<file path="config.mk">
export PLATFORM = sky130hd
export DESIGN_NAME = scrambler_pair
export DESIGN_NICKNAME = d
export VERILOG_FILES = /design/src/rtl/scr_pkg.sv /design/src/rtl/scr_tap_parity.sv /design/src/rtl/scr_lane.sv /design/src/rtl/scrambler_pair.sv
export SDC_FILE = /design/constraint.sdc
export NUM_CORES = 1
export LEC_CHECK = 0
export BUFFER_PORTS_ARGS = -buffer_cell sky130_fd_sc_hd__buf_4
export CAP_MARGIN = 40
export CORE_ASPECT_RATIO = 1.2
export CORE_UTILIZATION = 30
export DETAILED_ROUTE_END_ITERATION = 8
export HOLD_SLACK_MARGIN = 0.05
export PLACE_DENSITY = 0.51
export REMOVE_ABC_BUFFERS = 1
export SKIP_CTS_REPAIR_TIMING = 1
export SYNTH_ARGS = -nofsm -noshare
export SYNTH_HDL_FRONTEND = slang
export SYNTH_SLANG_ARGS = --single-unit
</file>
<file path="constraint.sdc">
create_clock -name clk -period 2.6 [get_ports clk]
set_clock_uncertainty 0.2 [all_clocks]
set_input_delay 0.13 -clock clk [delete_from_list [all_inputs] [get_ports clk]]
set_output_delay 0.13 -clock clk [all_outputs]
set_load 0.005 [all_outputs]
</file>
<file path="src/rtl/scr_pkg.sv">
package scr_pkg;

  typedef enum logic {
    MODE_SCRAMBLE   = 1'b0,
    MODE_DESCRAMBLE = 1'b1
  } lane_mode_e;

  // Choose which bit enters the shift register: the transmit side keeps its
  // own output, the receive side keeps the line bit.
  function automatic logic shift_source(input lane_mode_e mode,
                                        input logic line_bit,
                                        input logic mixed_bit);
    return (mode == MODE_DESCRAMBLE) ? line_bit : mixed_bit;
  endfunction

  // Combine an input bit with the feedback parity.
  function automatic logic mix_bit(input logic data_bit, input logic fb_bit);
    return data_bit ^ fb_bit;
  endfunction

endpackage

</file>
<file path="src/rtl/scr_tap_parity.sv">
module scr_tap_parity #(
  parameter int LEN = 7
) (
  input  logic [LEN-1:0] state,
  input  logic [LEN-1:0] taps,
  output logic           parity
);
  logic [LEN-1:0] masked;
  logic [LEN:0]   chain;

  assign masked   = state & taps;
  assign chain[0] = 1'b0;

  for (genvar k = 0; k < LEN; k++) begin : g_chain
    assign chain[k+1] = chain[k] ^ masked[k];
  end

  assign parity = chain[LEN];
endmodule

</file>
<file path="src/rtl/scr_lane.sv">
module scr_lane
  import scr_pkg::*;
#(
  parameter int         LEN  = 7,
  parameter lane_mode_e MODE = MODE_SCRAMBLE
) (
  input  logic           clk,
  input  logic           rst_n,
  input  logic [LEN-1:0] seed,
  input  logic           load,
  input  logic           advance,
  input  logic           in_bit,
  input  logic           fb,
  output logic [LEN-1:0] state_o,
  output logic           out_valid,
  output logic           out_bit
);
  logic [LEN-1:0] state_q;
  logic           mixed;
  logic           entering;

  assign mixed    = mix_bit(in_bit, fb);
  assign entering = shift_source(MODE, in_bit, mixed);
  assign state_o  = state_q;

  always_ff @(posedge clk or negedge rst_n) begin
    if (!rst_n) begin
      state_q   <= '0;
      out_valid <= 1'b0;
      out_bit   <= 1'b0;
    end else if (load) begin
      state_q   <= seed;
      out_valid <= 1'b0;
    end else if (advance) begin
      state_q   <= {state_q[LEN-2:0], entering};
      out_valid <= 1'b1;
      out_bit   <= mixed;
    end else begin
      out_valid <= 1'b0;
    end
  end
endmodule

</file>
<file path="src/rtl/scrambler_pair.sv">
module scrambler_pair
  import scr_pkg::*;
#(
  parameter int LFSR_LEN = 7
) (
  input  logic                clk,
  input  logic                rst_n,
  input  logic [LFSR_LEN-1:0] taps,
  input  logic [LFSR_LEN-1:0] seed,
  input  logic                tx_load,
  input  logic                tx_valid,
  input  logic                tx_bit,
  output logic                tx_out_valid,
  output logic                tx_out_bit,
  input  logic                rx_load,
  input  logic                rx_valid,
  input  logic                rx_bit,
  output logic                rx_out_valid,
  output logic                rx_out_bit
);
  // Named internal events, visible to the bound checker.
  logic [LFSR_LEN-1:0] tx_state, rx_state;
  logic                tx_fb, rx_fb;
  logic                tx_step, rx_step;

  assign tx_step = tx_valid & ~tx_load;
  assign rx_step = rx_valid & ~rx_load;

  scr_tap_parity #(.LEN(LFSR_LEN)) i_tx_par (
    .state(tx_state), .taps(taps), .parity(tx_fb)
  );
  scr_tap_parity #(.LEN(LFSR_LEN)) i_rx_par (
    .state(rx_state), .taps(taps), .parity(rx_fb)
  );

  scr_lane #(.LEN(LFSR_LEN), .MODE(MODE_SCRAMBLE)) i_tx_lane (
    .clk(clk), .rst_n(rst_n), .seed(seed), .load(tx_load),
    .advance(tx_step), .in_bit(tx_bit), .fb(tx_fb),
    .state_o(tx_state), .out_valid(tx_out_valid), .out_bit(tx_out_bit)
  );

  scr_lane #(.LEN(LFSR_LEN), .MODE(MODE_DESCRAMBLE)) i_rx_lane (
    .clk(clk), .rst_n(rst_n), .seed(seed), .load(rx_load),
    .advance(rx_step), .in_bit(rx_bit), .fb(rx_fb),
    .state_o(rx_state), .out_valid(rx_out_valid), .out_bit(rx_out_bit)
  );
endmodule

</file>
==> results of run 1 <==
==> registers in the layout, indices dropped and copies added (netlist names) <==
signal / count
i_rx_lane.out_valid: 1
i_tx_lane.state_o: 7
i_tx_lane.out_valid: 1
i_rx_lane.state_o: 7
i_rx_lane.out_bit: 1
i_tx_lane.out_bit: 1
==> path summary, 6_finish.rpt <==
| check | startpoint | slack, ps | cells past startpoint | to |
|---|---|---|---|---|
| max | rx_load | 470 | 6 | i_rx_lane.state_o[0] |
| min | rst_n | 30 | 2 | i_tx_lane.out_valid |
| max reg2reg | i_rx_lane.state_o[3] | 1090 | 3 | i_rx_lane.state_o[4] |
| min reg2reg | i_rx_lane.out_bit | 340 | 1 | i_rx_lane.out_bit |
| max in group asynchronous | rst_n | 1970 | 2 | i_rx_lane.out_valid |
| min in group clk | rx_bit | 230 | 5 | i_rx_lane.out_bit |
==> synthesized netlist by cell type, drive strengths merged <==
library cell / number
a21oi: 2
nor2: 1
xor2: 5
mux2: 1
clkbuf: 2
mux2i: 13
xnor2: 9
nor3b: 1
buf: 2
nor2b: 2
inv: 1
o21ai: 14
dfrtp: 18
nand2: 27
==> cell type report <==
class / instances / share of cell area (%)
Clock buffer: 4 / 2.53
Multi-Input combinational cell: 75 / 33.0
Sequential cell: 18 / 31.4
Timing Repair Buffer: 49 / 29.8
Inverter: 1 / 0.262
Tap cell: 34 / 2.97
==> metal layers <==
layer,global-route usage (%),part of all wire (%)
met2,22.5,49
met3,2.17,3.4
met5,0,0
met1,19.8,47
met4,4.93,0.89
==> stage by stage <==
| step | power, W | std cells | hold slack, ps | utilization [%] |
|---|---|---|---|---|
| after detailed placement | 0.000554 | 153 | -179 | 40.0 |
| after global routing | 0.000807 | 181 | 52.6 | 49.6 |
| after CTS | 0.000731 | 157 | -511 | 41.3 |
| after global placement | 0.000549 | 153 | -184 | 40.0 |
| final | 0.000758 | 181 | 32.4 | 49.6 |
| after floorplan | 0.000458 | 94 | -366 | - |
==> worst reg2reg max path: cells and delay by family, from the launching register on <==
kind	cells	cell delay [ps]
buffers and inverters	1	560
multiplexers	1	150
AO/OA/AOI/OAI	1	90
flip-flops	1	410
==> kinds of logic (layout without fill, tap and decap cells) <==
family                    count (synthesis)  after routing  synth area share, %
AOI/OAI and AO/OA                        16             16                 8.48
xor gates and xnor gates                 14             14                 13.0
buffers and inverters                     5             54                 2.25
DFF                                      18             18                 47.7
muxes                                    14             14                 15.4
and+or+nand+nor                          31             31                 13.2
==> where the power goes <==
part	total [W]	leakage (nW)	switching, W	internal (W)
registers	0.000349	0.219	0.0000283	0.000320
logic	0.000233	0.419	0.0000931	0.000139
clock network	0.000177	0.0210	0.0000913	0.0000852
total	0.000758	0.658	0.000213	0.000545
==> parameters.txt, run 1 <==
Parameter                              Value

Cells and area
  Fillers    287
  Area used by multi-input combinational logic    473 µm²
  Most common cell after layout, fill and taps aside    nand2_1
  Number of nets in the final layout    170
  Post-route standard cell area excluding fillers    0.00143 mm²
  Area taken by flip-flops and latches    450 µm²
  Layout cell share with drive strength beyond 1    20.4%
  Area growth, synth to finish    51.8%
  Highest-count cells in the layout ignoring fill and taps    nand2_1 (27), buf_4 (25), dlygate4sd3_1 (24)
  ANT cells    0

Status
  Outcome    finished clean

Global routing
  Vias in the first global route    782
  Aggregate global routing overflow    0
  Initial antenna violation count    0
  First-pass GRT wire length    3510 µm
  Total Routing Usage GR    14.4%
  Largest net degree at the start of global routing    19

Setup path
  Delay of the slowest cell on the worst path    560 ps
  Kind of end point of the critical path    register
  Type of the worst setup path    input pin to register
  Critical path cell sequence    dlygate4sd3_1, buf_4, nand2_1, dlygate4sd3_1, o21ai_0, dlygate4sd3_1
  Cell at the slowest stage of the critical path    dlygate4sd3_1
  CP Data Arrival Time    2110 ps
  Worst-path maximum fanout    15
  Number of buffer and inverter instances along the worst setup path    4
  Required time of the worst setup path    2590 ps
  Cell repeated most along the worst path    dlygate4sd3_1
  Crit start category    input pin
  Crit path max-delay family    buffers and inverters

Clock tree
  Worst-skew pair later-pin latency    290 ps
  CTS root buf    clkbuf_4
  Maximum count of clock buffers along a single path    2
  Clock tree from TritonCTS    built
  Number of CTS-inserted buffers    3
  TritonCTS Sinks    18
  Clock slew seen by the registers of the worst setup and hold paths    110 ps
  Deepest level of the CTS H-tree    1

Timing
  Setup TNS    0 ps
  Final count of hold timing violations    0
  Highest attainable clock frequency    470 MHz
  Number of endpoints failing setup at the final stage    0
  Final Max Tran Viols    0
  Tcrit/Tclk final    81.9%
  RSZ-0062 raised after global routing    no
  Max_slew headroom    80.8%
  Final min period    2130 ps
  Setup ws final    471 ps
  Worst-margin pin slew    288 ps

Die
  Number of top-level pins    26
  Die Footprint    0.00338 mm²
  Height of the chip    63.5 µm
  Placement row count    21
  Area of the core    0.00289 mm²
  Floorplan die width    53.2 µm
  Initial core utilization    32.7%

Run
  Max-cap check violation count    0

Logic synthesis
  Top cells by area, synth    dfrtp_1 (48%), mux2i_1 (14%), nand2_1 (11%)
  Sequential-to-total area share from yosys stat    47.7%
  Synth top area share    47.7%
  Gate Count Post-Synth    98
  Average footprint of a synthesized cell    9.64 µm²
  Distinct cell type count of the synthesized netlist    14
  FF+latch count, synth    18
  Yosys warning total    0
  Post-synthesis cell area    945 µm²
  Cell accounting for the most synthesized area    dfrtp_1

Place
  Post-place instance area    0.00116 mm²
  Worst slack, placed    1140 ps
  Number of buffers inserted by port buffering    25
  RD Place Congestion    0.733
  Post-detailed-placement half-perimeter wirelength    1620 µm

Routing
  DRC Markers    0
  Average via count per standard cell    4.62
  WL/cell    13.0 µm
  Count of TritonRoute iterations in the first routing pass    4
  Drt initial violations    16
  Number of vias after detailed routing    837
  Number of antenna-violating nets in the routed design    0
  Total detailed-routing wirelength    2350 µm

Worst hold path
  Worst min-delay path category    input pin to asynchronous set/reset pin

Pwr
  VDD IR max    252 µV
  Power per standard cell area    528 mW/mm²
  Leak    0.658 nW
Power figures use the tool's default switching activity.
==> run 2: changes to the inputs <==
--- a/config.mk
+++ b/config.mk
@@ -5,13 +5,14 @@
 export SDC_FILE = /design/constraint.sdc
 export NUM_CORES = 1
 export LEC_CHECK = 0
+export ABC_AREA = 1
 export BUFFER_PORTS_ARGS = -buffer_cell sky130_fd_sc_hd__buf_4
 export CAP_MARGIN = 40
 export CORE_ASPECT_RATIO = 1.2
 export CORE_UTILIZATION = 30
 export DETAILED_ROUTE_END_ITERATION = 8
 export HOLD_SLACK_MARGIN = 0.05
-export PLACE_DENSITY = 0.51
+export PLACE_DENSITY = 0.52
 export REMOVE_ABC_BUFFERS = 1
 export SKIP_CTS_REPAIR_TIMING = 1
 export SYNTH_ARGS = -nofsm -noshare
==> constraint.sdc (replaced) <==
create_clock -name clk -period 1.8 [get_ports clk]
set_clock_uncertainty 0.2 [all_clocks]
set_input_delay 0.09 -clock clk [delete_from_list [all_inputs] [get_ports clk]]
set_output_delay 0.09 -clock clk [all_outputs]
set_load 0.005 [all_outputs]
==> run 2 against run 1 <==
- register-to-register slack worse by 700 ps
- combinational power up 28%
- hold slack better by 2.3 ps
- largest power group unchanged
- clock power up 58%
- sequential share of layout area down 2.5 points
- first-iteration DRC count down 25%
- critical path type unchanged
- power up 41%
- critical endpoint is now i_tx_lane.state_o[2]
==> parameters.txt, run 2 <==
Parameter                              Value

Status
  Outcome    finished clean

Die
  Die Footprint    0.00386 mm²
  Floorplan die width    56.9 µm
  Height of the chip    67.8 µm
  Initial core utilization    31.9%
  Placement row count    23
  Number of top-level pins    26
  Area of the core    0.00340 mm²

Timing
  Worst-margin pin slew    294 ps
  Final Max Tran Viols    0
  Highest attainable clock frequency    568 MHz
  Final min period    1760 ps
  Setup ws final    40.7 ps
  Number of endpoints failing setup at the final stage    0
  RSZ-0062 raised after global routing    no
  Final count of hold timing violations    0
  Setup TNS    0 ps
  Worst hold slack across all endpoints    34.7 ps
  Max_slew headroom    80.4%
  Tcrit/Tclk final    97.7%

Global routing
  Total Routing Usage GR    14.9%
  Initial antenna violation count    0
  Aggregate global routing overflow    0
  Vias in the first global route    940
  First-pass GRT wire length    4390 µm
  Largest net degree at the start of global routing    19

Setup path
  Worst-path maximum fanout    9
  Kind of end point of the critical path    register
  Required time of the worst setup path    1790 ps
  Delay of the slowest cell on the worst path    640 ps
  Cell at the slowest stage of the critical path    dlygate4sd3_1
  Crit start category    input pin
  Setup crit start    tx_load
  CP Data Arrival Time    1750 ps
  Critical path cell sequence    buf_4, dlygate4sd3_1, nor2_8, nand2_1, nand3_1, dlygate4sd3_1
  Type of the worst setup path    input pin to register
  Cell repeated most along the worst path    dlygate4sd3_1
  Critical R2R Launch    i_tx_lane.state_o[2]

Worst hold path
  Worst min-delay path category    input pin to register
  Hold Path Origin    tx_load

Logic synthesis
  Combinational family with the most area after synthesis    simple AND/OR/NAND/NOR gates
  Post-synthesis share of cell area spent on xor and xnor gates    4.85%
  Synth top area share    41.6%
  Sequential-to-total area share from yosys stat    41.6%
  Distinct cell type count of the synthesized netlist    17
  Average footprint of a synthesized cell    7.42 µm²
  Commonest cells post-synth    nand2_1 (70), nand3_1 (20), dfrtp_1 (18)
  Post-synth EDFFs    0
  Most common cell in the synthesized netlist    nand2_1
  Area share of and/or/nand/nor cells after synthesis    47.0%
  Most used flip-flop cell after synthesis    dfrtp_1
  Top cells by area, synth    dfrtp_1 (42%), nand2_1 (24%), nand3_1 (9.2%)
  Async set-reset flop share out of synthesis    100%
  Multiplexer fraction of the synthesized cell area    0%
  Post-synthesis cell area    0.00108 mm²
  Gate Count Post-Synth    146
  Compound-Gate Fraction of Synth Area    1.85%
  Share of synthesized cell area in full adder, half adder and majority cells    0%
  Yosys warning total    0
  FF+latch count, synth    18
  Cell accounting for the most synthesized area    dfrtp_1

Cells and area
  Highest-count cells in the layout ignoring fill and taps    nand2_1 (70), buf_4 (25), dlygate4sd3_1 (21)
  Area used by multi-input combinational logic    582 µm²
  Number of nets in the final layout    217
  Area growth, synth to finish    43.9%
  Layout cell share with drive strength beyond 1    24.9%
  ANT cells    0
  Final Util    45.9%
  Most common cell after layout, fill and taps aside    nand2_1
  Fillers    351
  Final non-filler cell total    230
  Area taken by flip-flops and latches    450 µm²

Routing
  Drt initial violations    12
  Average via count per standard cell    4.53
  Total detailed-routing wirelength    2690 µm
  Count of TritonRoute iterations in the first routing pass    3
  Number of antenna-violating nets in the routed design    0
  Number of vias after detailed routing    1,043
  WL/cell    11.7 µm
  DRC Markers    0

Clock tree
  Maximum count of clock buffers along a single path    2
  TritonCTS Sinks    18
  Clock tree from TritonCTS    built
  Worst-skew pair later-pin latency    250 ps
  Clock slew seen by the registers of the worst setup and hold paths    70 ps
  Deepest level of the CTS H-tree    1
  CTS root buf    clkbuf_8
  Number of CTS-inserted buffers    3

Pwr
  Power per standard cell area    683 mW/mm²
  VDD IR max    298 µV
  Leak    0.788 nW

Place
  RD Place Congestion    0.737
  Worst slack, placed    455 ps
  Cell count after placement    206
  Post-detailed-placement half-perimeter wirelength    2000 µm
  Number of buffers inserted by port buffering    25

Run
  Max-cap check violation count    0
==> run 2: changes by cell type in the layout (fill, tap and decap cells not counted), moves of 4 or more <==
cell     previous run  this run
nand2_1            27        70
nand3_1             0        20
mux2i_1            13         0
o21ai_0            14         1
inv_1               1         7
nand3_2             0         6
xnor2_1             9         3
nand2_2             0         5
inv_2               0         4
==> run 2: logic make-up (layout without fill, tap and decap cells) <==
kind of cell,after synthesis,after routing
AO/OA/AOI/OAI,3,3
XOR/XNOR,6,6
buffers and inverters,13,60
flip-flops,18,18
AND/OR/NAND/NOR,106,106
==> run 2: layout make-up <==
class	instances	area share (%)
Inverter	11	2.65
Tap cell	37	2.97
Clock buffer	3	2.65
Sequential cell	18	28.9
Timing Repair Buffer	46	25.5
Multi-Input combinational cell	115	37.3
==> run 2: path summary, 6_finish.rpt <==
check | endpoint | slack, ps | cells after the start
worst min-delay path | i_tx_lane.state_o[4] | 30 | 4
min in group asynchronous | i_rx_lane.state_o[2] | 50 | 2
max in group asynchronous | i_tx_lane.state_o[3] | 1150 | 2
worst max register to register | i_tx_lane.state_o[2] | 390 | 3
worst max-delay path | i_tx_lane.state_o[2] | 40 | 6
worst min register to register | i_rx_lane.state_o[6] | 300 | 2
==> run 2: per-layer routing <==
layer  up-vias  share of wire, %  GRT usage, %
li1        553                 -             -
met1       479                44          18.7
met2         9                53          26.2
met3         2               1.5          1.89
met4         0              0.93          6.40
met5         -                 0             0
==> run 2: power breakdown <==
part / leakage [nW] / total (W) / switching, W / internal (W)
registers: 0.221 / 0.000486 / 0.0000347 / 0.000451
clock network: 0.0216 / 0.000280 / 0.000132 / 0.000149
logic: 0.546 / 0.000299 / 0.000149 / 0.000150
==> run 2: metrics by stage <==
step,power (W),cell area (µm²)
floorplan,0.000642,1070
global placement,0.000753,1310
detailed placement,0.000759,1310
CTS,0.00104,1350
global route,0.00113,1560
finish,0.00107,1560
==> run 2: worst max-delay path, delay by kind of cell <==
family                 cells  cell delay (ps)
buffers and inverters      3             1330
and+or+nand+nor            3              330
